**config.mk**
```make
export PLATFORM = sky130hd
export DESIGN_NAME = hbridge_gate_seq
export DESIGN_NICKNAME = d
export VERILOG_FILES = /design/src/rtl/hbg_pkg.sv /design/src/rtl/hbg_sync.sv /design/src/rtl/hbg_decode.sv /design/src/rtl/hbg_seq.sv /design/src/rtl/hbridge_gate_seq.sv
export SDC_FILE = /design/constraint.sdc
export NUM_CORES = 1
export LEC_CHECK = 0
export ABC_CLOCK_PERIOD_IN_PS = 2700
export BUFFER_PORTS_ARGS = -buffer_cell sky130_fd_sc_hd__buf_2
export CAP_MARGIN = 25
export CORE_UTILIZATION = 55
export CTS_CLUSTER_SIZE = 8
export DETAILED_ROUTE_END_ITERATION = 10
export GPL_TIMING_DRIVEN = 1
export PLACE_DENSITY = 0.79
export REMOVE_ABC_BUFFERS = 1
export SYNTH_ARGS = -nofsm -noshare
export SYNTH_HDL_FRONTEND = slang
export SYNTH_SLANG_ARGS = --single-unit
```
**constraint.sdc**
```tcl
create_clock -name clk -period 2.7 [get_ports clk]
set_input_delay 0.54 -clock clk [delete_from_list [all_inputs] [get_ports clk]]
set_output_delay 0.54 -clock clk [all_outputs]
set_load 0.05 [all_outputs]
```
**src/rtl/hbg_pkg.sv**
```systemverilog
package hbg_pkg;

  typedef enum logic [1:0] {
    DRV_OFF   = 2'd0,
    DRV_FWD   = 2'd1,
    DRV_REV   = 2'd2,
    DRV_BRAKE = 2'd3
  } drive_e;

  typedef struct packed {
    logic hi_a;
    logic lo_a;
    logic hi_b;
    logic lo_b;
  } gates_t;

  function automatic gates_t gates_of(drive_e d);
    gates_t g;
    g = '0;
    case (d)
      DRV_FWD:   begin g.hi_a = 1'b1; g.lo_b = 1'b1; end
      DRV_REV:   begin g.hi_b = 1'b1; g.lo_a = 1'b1; end
      DRV_BRAKE: begin g.lo_a = 1'b1; g.lo_b = 1'b1; end
      default:   g = '0;
    endcase
    return g;
  endfunction

endpackage

```
**src/rtl/hbg_sync.sv**
```systemverilog
module hbg_sync #(
  parameter int WIDTH  = 4,
  parameter int STAGES = 2
) (
  input  logic             clk,
  input  logic             rst_n,
  input  logic [WIDTH-1:0] d,
  output logic [WIDTH-1:0] q
);

  logic [STAGES-1:0][WIDTH-1:0] pipe;

  generate
    for (genvar s = 0; s < STAGES; s++) begin : g_stage
      if (s == 0) begin : g_first
        always_ff @(posedge clk) begin
          if (!rst_n) pipe[s] <= '0;
          else        pipe[s] <= d;
        end
      end else begin : g_next
        always_ff @(posedge clk) begin
          if (!rst_n) pipe[s] <= '0;
          else        pipe[s] <= pipe[s-1];
        end
      end
    end
  endgenerate

  assign q = pipe[STAGES-1];

endmodule

```
**src/rtl/hbg_decode.sv**
```systemverilog
module hbg_decode
  import hbg_pkg::*;
(
  input  logic   en,
  input  logic   dir,
  input  logic   mode,
  output drive_e target
);

  always_comb begin
    if (!en)       target = DRV_OFF;
    else if (!mode) target = DRV_BRAKE;
    else if (dir)  target = DRV_REV;
    else           target = DRV_FWD;
  end

endmodule

```
**src/rtl/hbg_seq.sv**
```systemverilog
module hbg_seq
  import hbg_pkg::*;
#(
  parameter int DEAD_CYCLES = 52,
  localparam int CNT_W = (DEAD_CYCLES < 2) ? 1 : $clog2(DEAD_CYCLES)
) (
  input  logic   clk,
  input  logic   rst_n,
  input  drive_e target,
  input  logic   fault_s,
  output gates_t gates
);

  localparam logic [CNT_W-1:0] LAST = CNT_W'(DEAD_CYCLES - 1);

  drive_e          cur;
  logic            blanking;
  logic [CNT_W-1:0] cnt;
  logic            leaving_drive;

  assign leaving_drive = (cur == DRV_FWD) || (cur == DRV_REV);

  always_ff @(posedge clk) begin
    if (!rst_n) begin
      cur      <= DRV_OFF;
      blanking <= 1'b0;
      cnt      <= '0;
    end else if (fault_s) begin
      cur      <= DRV_OFF;
      blanking <= 1'b0;
      cnt      <= '0;
    end else if (blanking) begin
      if (target != DRV_BRAKE) begin
        cur      <= target;
        blanking <= 1'b0;
        cnt      <= '0;
      end else if (cnt == LAST) begin
        cur      <= DRV_BRAKE;
        blanking <= 1'b0;
        cnt      <= '0;
      end else begin
        cnt <= cnt + 1'b1;
      end
    end else if (target != cur) begin
      if (leaving_drive && target == DRV_BRAKE) begin
        cur      <= DRV_OFF;
        blanking <= 1'b1;
        cnt      <= '0;
      end else begin
        cur <= target;
      end
    end
  end

  assign gates = fault_s ? '0 : gates_of(cur);

endmodule

```
**src/rtl/hbridge_gate_seq.sv**
```systemverilog
module hbridge_gate_seq
  import hbg_pkg::*;
#(
  parameter int CLK_PERIOD_PS = 8000,
  parameter int DEAD_TIME_PS  = 415000
) (
  input  logic clk,
  input  logic rst_n,
  input  logic cmd_en,
  input  logic cmd_dir,
  input  logic cmd_mode,
  input  logic fault,
  output logic hi_a,
  output logic lo_a,
  output logic hi_b,
  output logic lo_b
);

  localparam int DEAD_RAW    = (DEAD_TIME_PS + CLK_PERIOD_PS - 1) / CLK_PERIOD_PS;
  localparam int DEAD_CYCLES = (DEAD_RAW < 1) ? 1 : DEAD_RAW;

  logic [3:0] raw_in;
  logic [3:0] sync_in;
  drive_e     target;
  gates_t     gates;

  assign raw_in = {fault, cmd_en, cmd_dir, cmd_mode};

  hbg_sync #(.WIDTH(4), .STAGES(2)) u_sync (
    .clk  (clk),
    .rst_n(rst_n),
    .d    (raw_in),
    .q    (sync_in)
  );

  hbg_decode u_decode (
    .en    (sync_in[2]),
    .dir   (sync_in[1]),
    .mode  (sync_in[0]),
    .target(target)
  );

  hbg_seq #(.DEAD_CYCLES(DEAD_CYCLES)) u_seq (
    .clk    (clk),
    .rst_n  (rst_n),
    .target (target),
    .fault_s(sync_in[3]),
    .gates  (gates)
  );

  assign hi_a = gates.hi_a;
  assign lo_a = gates.lo_a;
  assign hi_b = gates.hi_b;
  assign lo_b = gates.lo_b;

endmodule

```
# Yosys cells after proc, flatten, opt, wreduce, memory -nomap -nowiden
# Index checks and enable logic that the tools add are counted.
# Widths: inputs -> output; s select.
# word_totals
register_bits	17
# op_classes
addsub	1
eq_ne	8
muxes	23
bitwise_logic	1
n_reduce_logical	9
# op_table
cell	n
$mux 6	5
$mux 2	8
$mux 1	9
$add 6x1->6 const B	1
$eq 2x2->1 const B	3
$eq 6x6->1 const B	1
$reduce_or 2->1	3
$mux 4	1
$reduce_and 2->1	2
$reduce_bool 2->1	2
$ne 3x3->1 const B	1
$eq 2x1->1 const B	1
$ne 2x2->1	1
$ne 2x2->1 const B	1
$logic_and 1x1->1	1
$logic_or 1x1->1	1
$not 1->1	1

# Depth between registers and ports, before layout
# Gate-level depths: netlist (run 1).
# depth
depth_word	8
ltp_mapped	6

# Cells and area by module
# From an unflattened synthesis (run 1), not the netlist that was laid out.
# unflattened
hier_cells	93
hier_area_um2	839.6
# modules_own_cells
mod	n_inst	cells_per_inst	area_per_inst_um2
hbg_seq	1	70	580.6
hbg_sync	1	20	240.2
hbg_decode	1	3	18.8

# Worst setup path before layout (run 1)
# Ideal clock, no wire load.
# synth_path
path_type	register -> output
startpoint	reg u_seq.cur[1]
endpoint	out hi_b
t_arrival_ns	1.290
setup_slack_ns	0.870
path_stages_with_launch	3
n_path_buf	0
cell_sequence	dfxtp_1 > ha_1 > nor2b_1
# synth_between
elab_chain_len	3
# synth_rtl
item	line	source
start, declared	hbg_seq.sv:16	drive_e cur;
start signal, assigned	hbg_seq.sv:34	cur <= target;
start signal, assigned	hbg_seq.sv:50	cur <= target;
$eq 2x2->1	hbg_pkg.sv:20	case (d)
$mux 1	hbg_pkg.sv:20	
$mux 4	hbg_seq.sv:55	assign gates = fault_s ? '0 : gates_of(cur);
end, declared	hbridge_gate_seq.sv:15	output logic hi_b,
# No other way between the ends.

# Final worst setup path (run 1)
# layout_path
startpoint	reg u_seq.cur[0]
endpoint	out lo_a
# layout_between
elab_chain_len	4
elab_cells_between_ends	5
classes_between	eq/ne: 2; mux: 2; reduce/logical: 1
# layout_rtl
item	line	source
$eq 2x2->1	hbg_pkg.sv:20	
$reduce_or 2->1 (no source line) (*)	--	
$mux 1 (*)	hbg_pkg.sv:20	
$mux 4 (*)	hbg_seq.sv:55	
end, declared	hbridge_gate_seq.sv:14	output logic lo_a,
# Mark *: on every way between the ends. The rest lies on a longest branch, timed or not.

==> results.tsv, run 1 <==
metric	value	unit
grt_max_degree	12	
route.vias.total	651	
cts-resized-gates	0	
nets	113	
dieArea	0.00162	mm²
min_period	1940	ps
holdWs	440	ps
synth_area_per_cell	8.95	µm²
irDropWorstVdd	427	µV
die_y	40.3	µm
core	0.00133	mm²
yosysTopAreaCell	dfxtp_1	
fin_crit_sh	72.0	%
slew_viol_final	0	
ant_nets	0	
post_cts_buffers	0	
worstRegToRegCells	5	
cts_root_buf	clkbuf_4	
async_flop_share	0	%
arrival	1400	ps
antennaDiodeCount	0	
path_cells	inv_1, ha_1, nor2_1, nor2_1, buf_2	
synth_area_leaders	dfxtp_1 42%, and2_1 7.0%, ha_1 6.2%, nor2_1 5.1%, mux2i_1 3.7%	
drv_cap	0	
yosys.cell_types.count	29	
end_kind	output port	
syn_area	806	µm²
clk-insertion-delay-late	280	ps
critPathKind	register to output port	
grt_first_pass_wirelength	2400	µm
yosysTopAreaCellShare	42.2	%
synth-main-ff-cell	dfxtp_1	
path_clk_slew	100	ps
rsz0062_at_grt	no	
areaGrowthSynthToFinish	11.2	%
hold_depth	1	
yosysMostFrequentCell	dfxtp_1	
status	finished, final reports clean	
regArea	340	µm²
finalClockSkew	1.39	ps
drc	0	
cpPeakStageDelay	450	ps
setup_viol	0	
cts_buffer_depth	2	
io_pins	10	
worstPathRequired	2160	ps
cts.sinks	17	
tns	0	ps
crit_buf_inv	2	
grt_pass1_vias	563	
drt_first_pass_iters	4	
worstPathMaxFanout	6	
hold_viol	0	
ys_seq_area_share	42.2	%
max_freq	515	MHz
grt_usage	22.0	%
final_util	67.2	%
whs_endpoint	u_sync.q[1]	
r2r_start	u_seq.cnt[0]	
yosysWarnings	0	
grt-ovfl-total	0	
synthCells	90	
critPathTopFamily	flip-flops	
worst_pin_slew	512	ps
cts_inserted_buffers	3	
cts_tree	yes	
antenna_found_initial	0	
holdBufCountCts	0	
p_per_area	481	mW/mm²
port_buffers	9	
gp_congestion	0.727	
dr.first_iter.drc_count	21	
drive_gt1_share	15.7	%
die_w	40.3	µm
avgViaCountPerCell	5.56	
cp_slowest_cell	dfxtp_1	
slew_headroom	65.8	%
cellLeakagePower	0.395	nW
start_util	60.4	%
fillers	105	
multi_input_area	454	µm²
cp-start-kind	register	
hpwl	1070	µm
worstHoldStart	u_sync.pipe[1]	
synth_common_cells	17 x dfxtp_1, 11 x nor2_1, 9 x and2_1	
wl_per_cell	12.7	µm
synth_enable_flop_cells	0	
r2r_slack	1000	ps
hold_path.class	register to register	
crit_top_cell	nor2_1	
postRouteWirelength	1480	µm
r2r_end	u_seq.cur[0]	
ys_ff_latch	17	
rows	13	
h-tree-depth	1	
-- worst max path at each step --
stage	depth (start not counted)	startpoint	to	slack (ps)
floorplan	2	u_seq.cur[1]	hi_b	870
global placement	5	u_seq.cur[0]	lo_a	1110
detailed placement	5	u_seq.cnt[0]	u_seq.cur[0]	1080
CTS	5	u_seq.cur[0]	lo_a	760
global route	5	u_seq.cur[0]	lo_a	620
finish	5	u_seq.cur[0]	lo_a	760
-- cell families after synthesis --
logic type                 after synthesis  synth area share [%]
buffers and inverters                    3                  1.40
adders and majority gates                4                  6.21
DFF                                     17                  42.2
and+or+nand+nor                         43                  28.4
AOI/OAI and AO/OA                       19                  15.2
muxes                                    4                  6.52
-- layout make-up --
cell class              instances  area share (%)
clock buffers                   3            2.51
clock inverters                 1           0.838
flip-flops and latches         17            38.0
repair buffers                  9            5.03
well taps                      15            2.09
multi-input cells              70            50.7
inverters                       2           0.838
-- registers in the layout (all words and copies together) (netlist names) --
signal          flops
u_sync.q            4
u_seq.blanking      1
u_seq.cur           2
u_sync.pipe         4
u_seq.cnt           6
-- routing by layer --
metal	vias up	wire, µm	track usage (%)
met5	-	0	0
met2	15	718	38.7
met1	293	689	28.1
met3	2	60	3.33
met4	0	12	5.00
li1	341	-	-
-- power by group --
part	switching (W)	internal [W]	total, W
Combinational	0.0000182	0.0000149	0.0000331
Clock	0.0000794	0.0000562	0.000136
Sequential	0.00000496	0.000257	0.000262
Total	0.000102	0.000328	0.000430
-- layout by cell type (no fill, tap or decap) --
cell,count
nor2_1,11
a22oi_1,1
o211a_1,1
a31oi_1,3
nand4_1,2
inv_2,1
nand3b_1,2
a21oi_1,4
or3_1,1
clkinvlp_4,1
mux2i_1,3
a21boi_0,1
o21bai_1,1
nand3_1,3
nand2_1,6
inv_1,1
nand2b_1,2
o21ai_1,1
a21o_1,1
nor2b_1,4
o21ai_0,4
ha_1,4
dfxtp_1,17
and4bb_1,1
buf_2,9
nor3_1,2
mux4_2,1
and2_1,9
clkbuf_4,3
o21a_1,1
o21bai_2,1
-- stage by stage --
| stage | cell area, µm² | setup WS (ps) | cells | total power (W) |
|---|---|---|---|---|
| 4_1_cts | 896 | 756 | 117 | 0.000434 |
| 3_5_place_dp | 866 | 1080 | 113 | 0.000301 |
| 3_3_place_gp | 866 | 1110 | 113 | 0.000300 |
| 6_report | 896 | 757 | 117 | 0.000430 |
| 2_1_floorplan | 802 | 870 | 89 | 0.000291 |
| 5_1_grt | 896 | 620 | 117 | 0.000450 |
No activity file was read; power rests on OpenSTA's default activity.
==> inputs of run 2 (changes only) <==
Settings changed: ABC_CLOCK_PERIOD_IN_PS 2700 to 1850, CORE_UTILIZATION 55 to 54, PLACE_DENSITY 0.79 to 0.78.
Clock period 2.7 ns to 1.85 ns, I/O delays scaled along.
==> run 2 against run 1 <==
Non-clock buffer count did not move. Highest routed layer unchanged. Global-route usage fell by 2.4 points. Final cell count unchanged. Clock power rose by 40%. Final area decreased by 0.42%. Flip-flop and latch count unchanged.
==> results.tsv, run 2 (synthesis results as in run 1) <==
metric	value	unit	change
cellLeakagePower	0.396	nW	+0.26%
finalClockSkew	1.53	ps	+0.135 ps
cts-resized-gates	0		unchanged
top_layer	met4		
core	0.00135	mm²	+1.2%
clk-insertion-delay-late	280	ps	about the same
post_cts_buffers	0		unchanged
worstPathMaxFanout	6		unchanged
tns	0	ps	unchanged
cts_root_buf	clkbuf_4		
wl_met1	691	µm	+0.29%
rows	13		unchanged
holdBufCountCts	0		unchanged
combPwrFrac	7.8	%	about the same
grt_usage	19.6	%	-2.4 points
regArea	340	µm²	unchanged
nets	113		unchanged
regMostFlops	u_seq.cnt		
hold_path.class	input pin to register		
end_kind	output port		
irDropWorstVdd	601	µV	+41%
p_sw	0.000140	W	+37%
drv_cap	0		unchanged
dr.first_iter.drc_count	11		-48%
start_util	59.7	%	-0.73 points
avgViaCountPerCell	5.52		-0.77%
clockPowerShare	30.7	%	-0.8 points
dieArea	0.00165	mm²	+1.8%
worst_slack	92.5	ps	-664 ps
cts.sinks	17		unchanged
fillers	119		+13%
status	finished, final reports clean		
antennaDiodeCount	0		unchanged
postRouteWirelength	1360	µm	-7.9%
critPathKind	register to output port		
worst_pin_slew	509	ps	-2.97 ps
io_pins	10		unchanged
min_period	1760	ps	
ant_nets	0		unchanged
hold_viol	0		unchanged
dpl.cell_count	113		unchanged
cts_inserted_buffers	3		unchanged
cts_buffer_depth	2		unchanged
grt_pass1_vias	509		-9.6%
setup_viol	0		unchanged
cp-start-kind	register		
multi_input_area	454	µm²	unchanged
arrival	1390	ps	about the same
grt-ovfl-total	0		unchanged
route.vias.total	646		-0.77%
areaGrowthSynthToFinish	10.7	%	
die_w	40.6	µm	+0.88%
worstPathRequired	1480	ps	-680 ps
drc	0		unchanged
die_y	40.6	µm	+0.88%
intPower	0.000480	W	+46%
met2_length	613	µm	-15%
path_clk_slew	90	ps	about the same
hpwl	1020	µm	-4.9%
grt_first_pass_wirelength	2080	µm	-13%
max_freq	569	MHz	
layout_common_cells	17 x dfxtp_1, 11 x nor2_1, 9 x and2_1, 9 x buf_2, 6 x nand2_1		
drt_first_pass_iters	4		unchanged
switching_share	22.6	%	-1.2 points
total_power	0.000620	W	+44%
fin_cells	117		unchanged
wl_per_cell	11.7	µm	-7.9%
dp_slack	245	ps	-836 ps
largest_reg_flops	6		unchanged
h-tree-depth	1		unchanged
rsz0062_at_grt	no		
drive_gt1_share	14.7	%	-0.98 points
antenna_found_initial	0		unchanged
fin_crit_sh	95.0	%	
holdWs	283	ps	-157 ps
slew_headroom	66.0	%	+0.20 points
p_per_area	696	mW/mm²	+45%
slew_viol_final	0		unchanged
grt_max_degree	11		-1
port_buffers	9		unchanged
p_seq_share	61.5	%	+0.7 points
mostFrequentLayoutCell	dfxtp_1		
gp_congestion	0.817		+12%
cts_tree	yes		
wl_met3	26	µm	-57%
-- run 2: metrics by stage --
| step | cell area (µm²) | utilization, % |
|---|---|---|
| CTS | 892 | 66.1 |
| finish | 892 | 66.1 |
| global route | 892 | 66.1 |
| global placement | 866 | 64.1 |
| floorplan | 802 | - |
| detailed placement | 866 | 64.1 |
-- run 2: routing by layer --
layer	global-route usage, %	up-vias
met5	0	-
met4	10.8	0
met3	4.89	4
met2	31.0	9
met1	24.2	294
li1	-	339
-- run 2: area by class of cell --
| cell class | count | share of cell area, % |
|---|---|---|
| clock buffers | 4 | 2.95 |
| flip-flops and latches | 17 | 38.1 |
| well taps | 15 | 2.10 |
| multi-input cells | 70 | 50.9 |
| inverters | 2 | 0.842 |
| repair buffers | 9 | 5.05 |
-- run 2: final timing paths --
kind             startpoint             end  slack, ps  depth (start not counted)
max            u_seq.cur[0]            lo_a         90                          5
min                cmd_mode  u_sync.pipe[0]        280                          2
max reg2reg    u_seq.cnt[0]    u_seq.cur[1]        220                          5
min reg2reg  u_sync.pipe[1]     u_sync.q[1]        440                          1
-- run 2: power groups by stage --
stage	sequential, W	combinational, W	clock (W)
floorplan	0.000388	0.0000361	0
global placement	0.000390	0.0000473	0
global route	0.000384	0.0000537	0.000215
finish	0.000382	0.0000481	0.000191
CTS	0.000382	0.0000489	0.000193
detailed placement	0.000390	0.0000485	0
-- run 2: worst max-delay path, cell delays in order, from the launching register on --
cell and delay (ps):
dfxtp_1 450, inv_1 100, ha_1 210, nor2_1 100, nor2_1 40, buf_2 210
